### config.mk
export PLATFORM = sky130hd
export DESIGN_NAME = cursor_regs
export DESIGN_NICKNAME = d
export VERILOG_FILES = /design/src/rtl/curs_pkg.sv /design/src/rtl/curs_byte_merge.sv /design/src/rtl/curs_lock_fsm.sv /design/src/rtl/curs_evt_out.sv /design/src/rtl/cursor_regs.sv
export SDC_FILE = /design/constraint.sdc
export NUM_CORES = 1
export LEC_CHECK = 0
export ABC_AREA = 1
export BUFFER_PORTS_ARGS = -buffer_cell sky130_fd_sc_hd__clkbuf_2
export CAP_MARGIN = 20
export CORE_MARGIN = 1
export CORE_UTILIZATION = 48
export CTS_CLUSTER_DIAMETER = 30
export CTS_CLUSTER_SIZE = 8
export DETAILED_ROUTE_END_ITERATION = 16
export PLACE_DENSITY = 0.88
export SYNTH_ARGS = -nofsm -noshare
export SYNTH_HDL_FRONTEND = slang
export SYNTH_SLANG_ARGS = --single-unit
export TNS_END_PERCENT = 10
### constraint.sdc
create_clock -name clk -period 1.9 [get_ports clk]
set_clock_uncertainty 0.15 [all_clocks]
set_input_delay 0.38 -clock clk [delete_from_list [all_inputs] [get_ports clk]]
set_output_delay 0.38 -clock clk [all_outputs]
set_load 0.1 [all_outputs]
### src/rtl/curs_pkg.sv
package curs_pkg;
    localparam int DW     = 32;
    localparam int NBYTES = DW / 8;
    localparam int SEL_W  = 3;

    localparam logic [DW-1:0] OFF_MASK = 32'h87ff_fff0;
    localparam logic [DW-1:0] POS_MASK = 32'h3fff_0fff;
    localparam logic [DW-1:0] HOT_MASK = 32'h003f_003f;
    localparam logic [DW-1:0] CLR_MASK = 32'h00ff_ffff;

    typedef enum logic [SEL_W-1:0] {
        SEL_OFF  = 3'd0,
        SEL_POS  = 3'd1,
        SEL_HOT  = 3'd2,
        SEL_CLR0 = 3'd3,
        SEL_CLR1 = 3'd4
    } sel_e;

    typedef enum logic {
        LOCK_OPEN = 1'b0,
        LOCK_HELD = 1'b1
    } lock_e;

    typedef struct packed {
        logic redef;
        logic pos_upd;
    } evt_t;
endpackage

### src/rtl/curs_byte_merge.sv
module curs_byte_merge #(
    parameter int NB = 4
) (
    input  logic [NB*8-1:0] old_i,
    input  logic [NB*8-1:0] new_i,
    input  logic [NB-1:0]   be_i,
    output logic [NB*8-1:0] out_o
);
    generate
        for (genvar g = 0; g < NB; g++) begin : g_lane
            assign out_o[g*8 +: 8] = be_i[g] ? new_i[g*8 +: 8] : old_i[g*8 +: 8];
        end
    endgenerate
endmodule

### src/rtl/curs_lock_fsm.sv
module curs_lock_fsm
    import curs_pkg::*;
(
    input  logic clk,
    input  logic rst_n,
    input  logic grab_i,
    input  logic release_i,
    output logic locked_o
);
    lock_e state_q, state_d;

    always_comb begin
        state_d = state_q;
        unique case (state_q)
            LOCK_OPEN: if (grab_i)    state_d = LOCK_HELD;
            LOCK_HELD: if (release_i) state_d = LOCK_OPEN;
            default:                  state_d = LOCK_OPEN;
        endcase
    end

    always_ff @(posedge clk) begin
        if (!rst_n) state_q <= LOCK_OPEN;
        else        state_q <= state_d;
    end

    always_comb begin
        locked_o = (state_q == LOCK_HELD);
    end

    AST_GRAB_HOLDS: assert property (@(posedge clk) disable iff (!rst_n)
        grab_i |=> locked_o);
    AST_RELEASE_OPENS: assert property (@(posedge clk) disable iff (!rst_n)
        (release_i && !grab_i) |=> !locked_o);
endmodule

### src/rtl/curs_evt_out.sv
module curs_evt_out
    import curs_pkg::*;
(
    input  logic clk,
    input  logic rst_n,
    input  evt_t evt_i,
    input  logic en_i,
    output logic redef_o,
    output logic pos_o
);
    always_ff @(posedge clk) begin
        if (!rst_n) begin
            redef_o <= 1'b0;
            pos_o   <= 1'b0;
        end else begin
            redef_o <= evt_i.redef   & en_i;
            pos_o   <= evt_i.pos_upd & en_i;
        end
    end

    AST_REDEF_GATED: assert property (@(posedge clk) disable iff (!rst_n)
        redef_o |-> $past(en_i));
    AST_POS_GATED: assert property (@(posedge clk) disable iff (!rst_n)
        pos_o |-> $past(en_i));
endmodule

### src/rtl/cursor_regs.sv
module cursor_regs
    import curs_pkg::*;
(
    input  logic             clk,
    input  logic             rst_n,
    input  logic             wr_en,
    input  logic [SEL_W-1:0] wr_sel,
    input  logic [NBYTES-1:0] wr_be,
    input  logic [DW-1:0]    wr_data,
    input  logic             cur_enable,
    output logic [DW-1:0]    cur_offset,
    output logic [DW-1:0]    cur_pos,
    output logic [DW-1:0]    cur_hot,
    output logic [DW-1:0]    cur_clr0,
    output logic [DW-1:0]    cur_clr1,
    output logic             redefine,
    output logic             pos_update
);
    localparam logic [DW-1:0] LOCK_BIT = {1'b1, {(DW-1){1'b0}}};

    logic [DW-2:0] off_q;
    logic [DW-1:0] pos_q, hot_q, clr0_q, clr1_q;
    logic          locked;
    logic [DW-1:0] old_val, merged, masked;
    logic          grab, rel;
    evt_t          evt;

    // Current value of the addressed register, lock merged in where shared
    always_comb begin
        unique case (wr_sel)
            SEL_OFF:  old_val = {locked, off_q};
            SEL_POS:  old_val = pos_q | (locked ? LOCK_BIT : '0);
            SEL_HOT:  old_val = hot_q | (locked ? LOCK_BIT : '0);
            SEL_CLR0: old_val = clr0_q;
            SEL_CLR1: old_val = clr1_q;
            default:  old_val = '0;
        endcase
    end

    curs_byte_merge #(.NB(NBYTES)) u_merge (
        .old_i (old_val),
        .new_i (wr_data),
        .be_i  (wr_be),
        .out_o (merged)
    );

    always_comb begin
        unique case (wr_sel)
            SEL_OFF:  masked = merged & OFF_MASK;
            SEL_POS:  masked = merged & POS_MASK;
            SEL_HOT:  masked = merged & HOT_MASK;
            SEL_CLR0: masked = merged & CLR_MASK;
            SEL_CLR1: masked = merged & CLR_MASK;
            default:  masked = '0;
        endcase
    end

    // Event and lock decisions for the current write
    always_comb begin
        evt  = '0;
        grab = 1'b0;
        rel  = 1'b0;
        if (wr_en) begin
            unique case (wr_sel)
                SEL_OFF: begin
                    evt.redef = (masked != old_val);
                    grab      = masked[DW-1];
                    rel       = locked & ~masked[DW-1];
                end
                SEL_POS, SEL_HOT: begin
                    if (merged[DW-1]) begin
                        grab = 1'b1;
                    end else if (locked) begin
                        rel       = 1'b1;
                        evt.redef = 1'b1;
                    end
                    evt.pos_upd = (wr_sel == SEL_POS) & ~merged[DW-1];
                end
                SEL_CLR0: evt.redef = (masked != old_val);
                SEL_CLR1: evt.redef = 1'b1;
                default: ;
            endcase
        end
    end

    curs_lock_fsm u_lock (
        .clk       (clk),
        .rst_n     (rst_n),
        .grab_i    (grab),
        .release_i (rel),
        .locked_o  (locked)
    );

    always_ff @(posedge clk) begin
        if (!rst_n) begin
            off_q  <= '0;
            pos_q  <= '0;
            hot_q  <= '0;
            clr0_q <= '0;
            clr1_q <= '0;
        end else if (wr_en) begin
            unique case (wr_sel)
                SEL_OFF:  off_q  <= masked[DW-2:0];
                SEL_POS:  pos_q  <= masked;
                SEL_HOT:  hot_q  <= masked;
                SEL_CLR0: clr0_q <= masked;
                SEL_CLR1: clr1_q <= masked;
                default: ;
            endcase
        end
    end

    curs_evt_out u_evt (
        .clk     (clk),
        .rst_n   (rst_n),
        .evt_i   (evt),
        .en_i    (cur_enable),
        .redef_o (redefine),
        .pos_o   (pos_update)
    );

    always_comb begin
        cur_offset = {locked, off_q};
        cur_pos    = pos_q;
        cur_hot    = hot_q;
        cur_clr0   = clr0_q;
        cur_clr1   = clr1_q;
    end

    AST_CLR1_FORCES: assert property (@(posedge clk) disable iff (!rst_n)
        (wr_en && wr_sel == SEL_CLR1 && cur_enable) |=> redefine);
    AST_IDLE_QUIET: assert property (@(posedge clk) disable iff (!rst_n)
        !wr_en |=> (!redefine && !pos_update));
    AST_UNMAPPED_HOLD: assert property (@(posedge clk) disable iff (!rst_n)
        (wr_en && wr_sel > SEL_CLR1) |=> ($stable(cur_offset) && $stable(cur_pos)
            && $stable(cur_hot) && $stable(cur_clr0) && $stable(cur_clr1) && !redefine));
    AST_UNLOCK_REDEF: assert property (@(posedge clk) disable iff (!rst_n)
        ($fell(cur_offset[DW-1]) && $past(cur_enable)) |-> redefine);
    AST_POS_UNLOCKED: assert property (@(posedge clk) disable iff (!rst_n)
        pos_update |-> !cur_offset[DW-1]);
endmodule

==> results of run 1 <==
area by class of cell:
| class | instances | share of cell area [%] |
|---|---|---|
| Inverter | 109 | 4.04 |
| Antenna cell | 1 | 0.0245 |
| Sequential cell | 157 | 31.9 |
| Timing Repair Buffer | 302 | 19.2 |
| Clock inverter | 10 | 0.871 |
| Clock buffer | 22 | 4.65 |
| Tap cell | 211 | 2.59 |
| Multi-Input combinational cell | 804 | 36.7 |
layer usage:
metal | GRT usage, % | vias to the layer above | part of all wire [%]
met2 | 49.8 | 592 | 43
li1 | - | 4234 | -
met5 | 0 | - | 0
met4 | 15.5 | 0 | 3.7
met3 | 8.26 | 90 | 11
met1 | 45.3 | 4067 | 42
Yosys cell counts (2+ instances only):
| master | instances | area [sq um] |
|---|---|---|
| nand2_2 | 2 | 12.5 |
| nand4_1 | 20 | 125 |
| nor3_2 | 5 | 50.1 |
| nor3_1 | 28 | 140 |
| nand3_1 | 69 | 345 |
| nand3b_1 | 9 | 67.6 |
| dfxtp_1 | 157 | 3140 |
| buf_2 | 14 | 70.1 |
| clkbuf_1 | 47 | 176 |
| buf_6 | 4 | 45.0 |
| o21ai_1 | 14 | 70.1 |
| o21ai_0 | 147 | 736 |
| nand2_1 | 218 | 818 |
| nor2_1 | 160 | 601 |
| a21oi_1 | 110 | 551 |
| nor2_4 | 3 | 33.8 |
| inv_1 | 106 | 398 |
| inv_2 | 3 | 11.3 |
| buf_4 | 10 | 75.1 |
| nor3b_1 | 6 | 45.0 |
state kept, by name, indices dropped and copies added (netlist names):
name / cells
u_lock.locked_o: 1
cur_pos: 31
cur_clr1: 31
off_q: 30
u_evt.redef_o: 1
cur_clr0: 31
cur_hot: 31
u_evt.pos_o: 1
through the flow:
stage	area (sq um)	worst slack, ps	util [%]	cells	hold slack [ps]
2_1_floorplan	7740	-104	-	1146	369
3_3_place_gp	9550	-538	62.3	1579	287
3_5_place_dp	9550	-587	62.3	1579	288
4_1_cts	10200	11.6	66.3	1614	50.2
5_1_grt	10200	-204	66.6	1616	62.7
6_report	10200	-60.8	66.6	1616	85.9
worst reg2reg max path: cells and delay by family (launching register included):
kind,cells,cell delay [ps]
DFF,1,330
AOI/OAI and AO/OA,2,220
buffers and inverters,2,190
and+or+nand+nor,10,820
power groups by stage:
stage | sequential (mW) | combinational [mW] | clock (mW)
global route | 3.46 | 1.74 | 3.44
detailed placement | 3.52 | 1.60 | 0
CTS | 3.45 | 1.63 | 3.30
floorplan | 4.08 | 0.584 | 0
finish | 3.45 | 1.66 | 3.29
global placement | 3.52 | 1.58 | 0
placed cells by master, fill, tap and decap left out, types with 2 or more instances in the layout:
cell        count
nand2_1       213
clkbuf_2      195
nor2_1        152
o21ai_0       144
a21oi_1       110
inv_1         105
buf_4          89
dfxtp_2        86
dfxtp_1        71
nand3_1        67
nor3_1         27
nand4_1        20
clkbuf_16      17
o21ai_1        16
buf_12         14
nand3b_1        9
nand2_2         7
nor2_2          6
nor2_4          6
nor3_2          6
nor3b_1         6
conb_1          5
clkinvlp_4      4
clkinv_2        4
inv_2           3
clkbuf_8        3
clkbuf_4        3
nand3_2         2
clkbuf_1        2
worst paths after layout:
kind	start	endpoint	slack, ps	depth (start not counted)
hold / removal	wr_en	u_evt.redef_o	90	3
hold reg to reg	off_q[1]	off_q[1]	300	2
setup / recovery	wr_sel[0]	u_evt.redef_o	-60	17
setup reg to reg	cur_hot[10]	u_evt.redef_o	90	14
kinds of logic after synthesis:
group | count (synthesis)
AOI/OAI and AO/OA | 275
buffers and inverters | 185
DFF | 157
other | 1
and+or+nand+nor | 524
what timing repair did:
action,CTS,global route
resized for setup,8,9
setup endpoints to repair,1,14
pin swaps,3,5
buffers inserted,3,1
hold buffers,0,0
==> results.ini, run 1 <==
[yosys]
synth_edf_count=0
sequential_element_share_of_the_synthesized_area_pct=41.4
post_synth_xor_area_fraction_pct=0
synthSimpleGateAreaFrac_pct=30.0
ys_async_sr_fraction_pct=0
yosys_warnings=0
synth.mux.area_fraction_pct=0
synth-compound-area-share_pct=18.3
ys_ff_latch=157
synth_top_family_by_area=simple AND/OR/NAND/NOR gates
synth_cell_type_count=30
synthFlopType=dfxtp_1
post_synthesis_share_of_cell_area_spent_on_full_adders_half_adders_and_majority_gates_pct=0
synth_area_per_cell_sq_um=6.64
netlist_instances=1142
synth.cell_area_sq_um=7590

[pwr]
ir_drop_uv=726
pwr-share-comb_pct=19.8
pwr_density_cell_nw_per_um2=825
power.switching_fraction_pct=32.3
power_switching_mw=2.71
clkPwrFrac_pct=39.2
cell_internal_pwr_mw=5.69
p_total_mw=8.41
p_leak_nw=4.82
pwr-share-seq_pct=41.1

[clocking]
clock_sink_count=157
clk_pin_slew_worst_paths_ps=60
cts_tree=done
h-tree-depth=4
bufs_on_longest_clock_path=2
cts-buffers-inserted=17
cts_root_buffer=clkbuf_16
clock_insertion_delay_worst_skew_ps=440

[route]
post_route_ant_nets=0
firstDrtPassIters=8
drc_errors=0
detail_route.iter0.violations=1334
drt-wirelength-per-cell_microns=16.8
route.vias.total=8983
drt-vias-per-instance=5.56
wl_mm=27.2

[grt]
grt_first_pass_wirelength_mm=41.9
number_of_antenna_violations_at_the_first_check_in_global_routing=1
grt_pass1_vias=8088
grt_max_degree=59
grt_use_total_pct=33.4
globalRouteOverflowTotal=0

[final_layout]
post_route_cells_drive_above_1_share_pct=32.3
area_growth_syn_to_layout_pct=34.4
seqCellArea_sq_um=3250
multiInputGateArea_sq_um=3750
filler_cell_count=1292
nNetsFinal=1434

[die]
total_die_area_sq_um=16300
pin_count=205
start_util_pct=49.5
design.core.area_sq_um=15300
die_width_microns=128
die-height_microns=128
floorplan.rows=45

[worst_setup_path]
critical_path.cell_chain=clkbuf_4, nor2_4, nand2_2, buf_12, buf_4, o21ai_1, nand2_2, nand2_2, nand2_1, nand2_1, nand2_1, nor2_1, nand2_1, nor2_2, nand2_1, nand2_1, a21oi_1
cp_num_buf_inv=3
slowest_cell_on_the_critical_path=clkbuf_4
cp_common_cell=nand2_1
crit_path_max_fanout=23
timing.critical_path.to_type=register
critPathArrivalTime_ps=2140
timing.critical_path.from_type=input pin
crit_path_max_incr_delay_ps=170
critPathTopFamily=simple AND/OR/NAND/NOR gates
worst-setup-path-type=input pin to register
worstPathRequired_ps=2080

[placement]
gp_congestion=0.920
detailedPlacementHpwl_mm=19.8
port_buffer_cells=198

[status]
violations_in_the_final_reports=negative setup slack
run_status=complete, but fails checks

[timing]
final_setup_violating_endpoints=1
layout_worst_path_cycle_share_pct=103
worstMarginPinSlew_ps=616
maxSlewViolCount=0
final-hold-violation-count=0
timing.final.ws_setup_ps=-60.8
rsz0062_at_grt=true
finalCriticalPeriod_ps=1960
final.setup.tns_ps=-60.8
timing.max_slew.rel_slack_pct=58.5
max_freq_mhz=510

[run]
max_capacitance_violation_count=0

[hold_path]
holdCritPathClass=input pin to register

Power figures use the tool's default switching activity.
==> inputs of run 2 (changes only) <==
Settings changed: ABC_CLOCK_PERIOD_IN_PS set to 1900, PLACE_DENSITY 0.88 to 0.74.
==> results.ini, run 2 (synthesis gave the netlist of run 1 again) <==
[pwr]
ir_drop_uv=680  ; was 726 uV
power_switching_mw=2.70  ; was 2.71 mW
pwr_density_cell_nw_per_um2=811  ; was 825 nW/um^2
clkPwrFrac_pct=39.0  ; was 39.2%
power.switching_fraction_pct=31.9  ; was 32.3%
pwr-share-comb_pct=20.1  ; was 19.8%
p_leak_nw=4.91  ; was 4.82 nW
cell_internal_pwr_mw=5.75  ; was 5.69 mW
p_total_mw=8.45  ; was 8.41 mW
pwr-share-seq_pct=40.9  ; was 41.1%

[run]
max_capacitance_violation_count=0  ; unchanged

[final_layout]
nNetsFinal=1441  ; was 1434
antenna_cells_inserted=0  ; was 1
layout.core_utilization_pct=68.0  ; was 66.6%
final_cell_mix=nand2_1 (210), clkbuf_2 (193), o21ai_0 (144)  ; was nand2_1 (213), clkbuf_2 (195), nor2_1 (152)
multiInputGateArea_sq_um=3820  ; was 3750 sq um
filler_cell_count=1371  ; was 1292
final-instance-count-excl-fill=1622  ; was 1616
seqCellArea_sq_um=3250  ; unchanged
most_common_cell_after_layout_fill_and_taps_aside=nand2_1  ; unchanged
area_growth_syn_to_layout_pct=37.3  ; was 34.4%
post_route_cells_drive_above_1_share_pct=34.1  ; was 32.3%

[grt]
number_of_antenna_violations_at_the_first_check_in_global_routing=0  ; was 1
grt_first_pass_wirelength_mm=39.6  ; was 41.9 mm
globalRouteOverflowTotal=0  ; unchanged
grt_pass1_vias=7426  ; was 8088
grt_use_total_pct=31.6  ; was 33.4%
grt_max_degree=45  ; was 59

[timing]
final_setup_violating_endpoints=0  ; was 1
max_freq_mhz=532  ; was 510 MHz
worstMarginPinSlew_ps=587  ; was 616 ps
final.setup.tns_ps=0  ; was -60.8 ps
timing.max_slew.rel_slack_pct=61.0  ; was 58.5%
finalCriticalPeriod_ps=1880  ; was 1960 ps
rsz0062_at_grt=true  ; unchanged
maxSlewViolCount=0  ; unchanged
layout_worst_path_cycle_share_pct=98.9  ; was 103%
final-hold-violation-count=0  ; unchanged

[placement]
detailedPlacementHpwl_mm=19.3  ; was 19.8 mm
place.detailed.instances=1583  ; was 1579
port_buffer_cells=198  ; unchanged
gp_congestion=0.924  ; was 0.920

[hold_path]
timing.hold.worst.start=cur_enable  ; was wr_en
holdCritPathClass=input pin to register  ; unchanged
holdPathEnd=u_evt.pos_o  ; was u_evt.redef_o
depth_of_the_worst_hold_timing_path=3  ; unchanged

[worst_setup_path]
worstPathRequired_ps=1370  ; was 2080 ps
launch_point_of_the_worst_reg_to_reg_path=cur_pos[15]  ; was cur_hot[10]
critPathArrivalTime_ps=1350  ; was 2140 ps
timing.critical_path.to_type=primary output  ; was register
crit_path_max_incr_delay_ps=470  ; was 170 ps
critical_path.cell_chain=buf_2  ; was clkbuf_4, nor2_4, nand2_2, buf_12, buf_4, o21ai_1, nand2_2, nand2_2, nand2_1, nand2_1, nand2_1, nor2_1, nand2_1, nor2_2, nand2_1, nand2_1, a21oi_1
slowest_cell_on_the_critical_path=buf_2  ; was clkbuf_4
worst-setup-path-type=register to primary output  ; was input pin to register
timing.critical_path.from_type=register  ; was input pin
r2r_end=u_evt.redef_o  ; unchanged
reg2regPathDepth=13  ; was 14
critPathTopFamily=buffers and inverters  ; was simple AND/OR/NAND/NOR gates
cp_num_buf_inv=1  ; was 3
crit_path_max_fanout=3  ; was 23
timing.reg2reg.setup_slack_ps=110  ; was 90 ps

[route]
detail_route.iter0.violations=977  ; was 1334
post_route_ant_nets=0  ; unchanged
drt-wirelength-per-cell_microns=16.1  ; was 16.8 microns
wl_mm=26.2  ; was 27.2 mm
route.vias.total=8821  ; was 8983
drc_errors=0  ; unchanged
drt-vias-per-instance=5.44  ; was 5.56
firstDrtPassIters=7  ; was 8

[die]
total_die_area_sq_um=16300  ; unchanged
die-height_microns=128  ; unchanged
start_util_pct=49.5  ; unchanged
pin_count=205  ; unchanged
design.core.area_sq_um=15300  ; unchanged
die_width_microns=128  ; unchanged
floorplan.rows=45  ; unchanged

[clocking]
clock_sink_count=157  ; unchanged
cts_tree=done  ; unchanged
cts_root_buffer=clkbuf_16  ; unchanged
bufs_on_longest_clock_path=2  ; unchanged
clock_insertion_delay_worst_skew_ps=440  ; about the same
h-tree-depth=4  ; unchanged
clk_pin_slew_worst_paths_ps=60  ; about the same
cts-buffers-inserted=17  ; unchanged

[status]
run_status=completed  ; was complete, but fails checks

==> run 2: how the worst max path moves through the flow <==
stage	cells after the start	slack, ps	startpoint	to
after global placement	16	-590	wr_sel[0]	u_evt.redef_o
after global routing	16	-30	wr_sel[1]	u_evt.redef_o
final	1	20	cur_clr0[31]	cur_clr0[31]
after CTS	14	2	wr_sel[2]	u_evt.redef_o
after detailed placement	16	-590	wr_sel[0]	u_evt.redef_o
after floorplan	15	-100	wr_sel[0]	u_evt.redef_o
==> run 2: power groups by stage <==
stage / Sequential, mW / Clock (mW) / Combinational, mW
4_1_cts: 3.45 / 3.30 / 1.64
6_report: 3.45 / 3.30 / 1.70
2_1_floorplan: 4.08 / 0 / 0.584
3_3_place_gp: 3.52 / 0 / 1.61
3_5_place_dp: 3.52 / 0 / 1.62
5_1_grt: 3.46 / 3.44 / 1.79
==> run 2: what timing repair did <==
item | 4_1_cts | 5_1_grt
hold buffers | 0 | 0
endpoints found under the setup margin | 3 | 11
resized for setup | 13 | 46
endpoints found under the hold margin | 0 | 0
buffers inserted | 1 | 5
pin swaps | 3 | 16
gates cloned | 0 | 1
==> run 2: routing by layer <==
layer	GRT usage, %	share of wire [%]
met5	0	0
met4	13.1	3.3
met2	45.5	42
met1	45.4	44
met3	7.26	10
==> run 2: cell type report <==
type                            count  share of cell area [%]
Tap cell                          211                    2.53
Clock inverter                     12                    1.18
Multi-Input combinational cell    804                    36.7
Timing Repair Buffer              309                    20.2
Sequential cell                   157                    31.2
Inverter                          109                    3.95
Clock buffer                       20                    4.19
==> run 2: metrics by stage <==
| stage | worst slack [ps] | hold slack [ps] | instance area [sq um] |
|---|---|---|---|
| after floorplan | -104 | 369 | 7740 |
| after global placement | -590 | 290 | 9600 |
| after detailed placement | -592 | 297 | 9600 |
| after CTS | 1.52 | 53.2 | 10200 |
| after global routing | -27.1 | 67.5 | 10400 |
| final | 20.7 | 65.8 | 10400 |
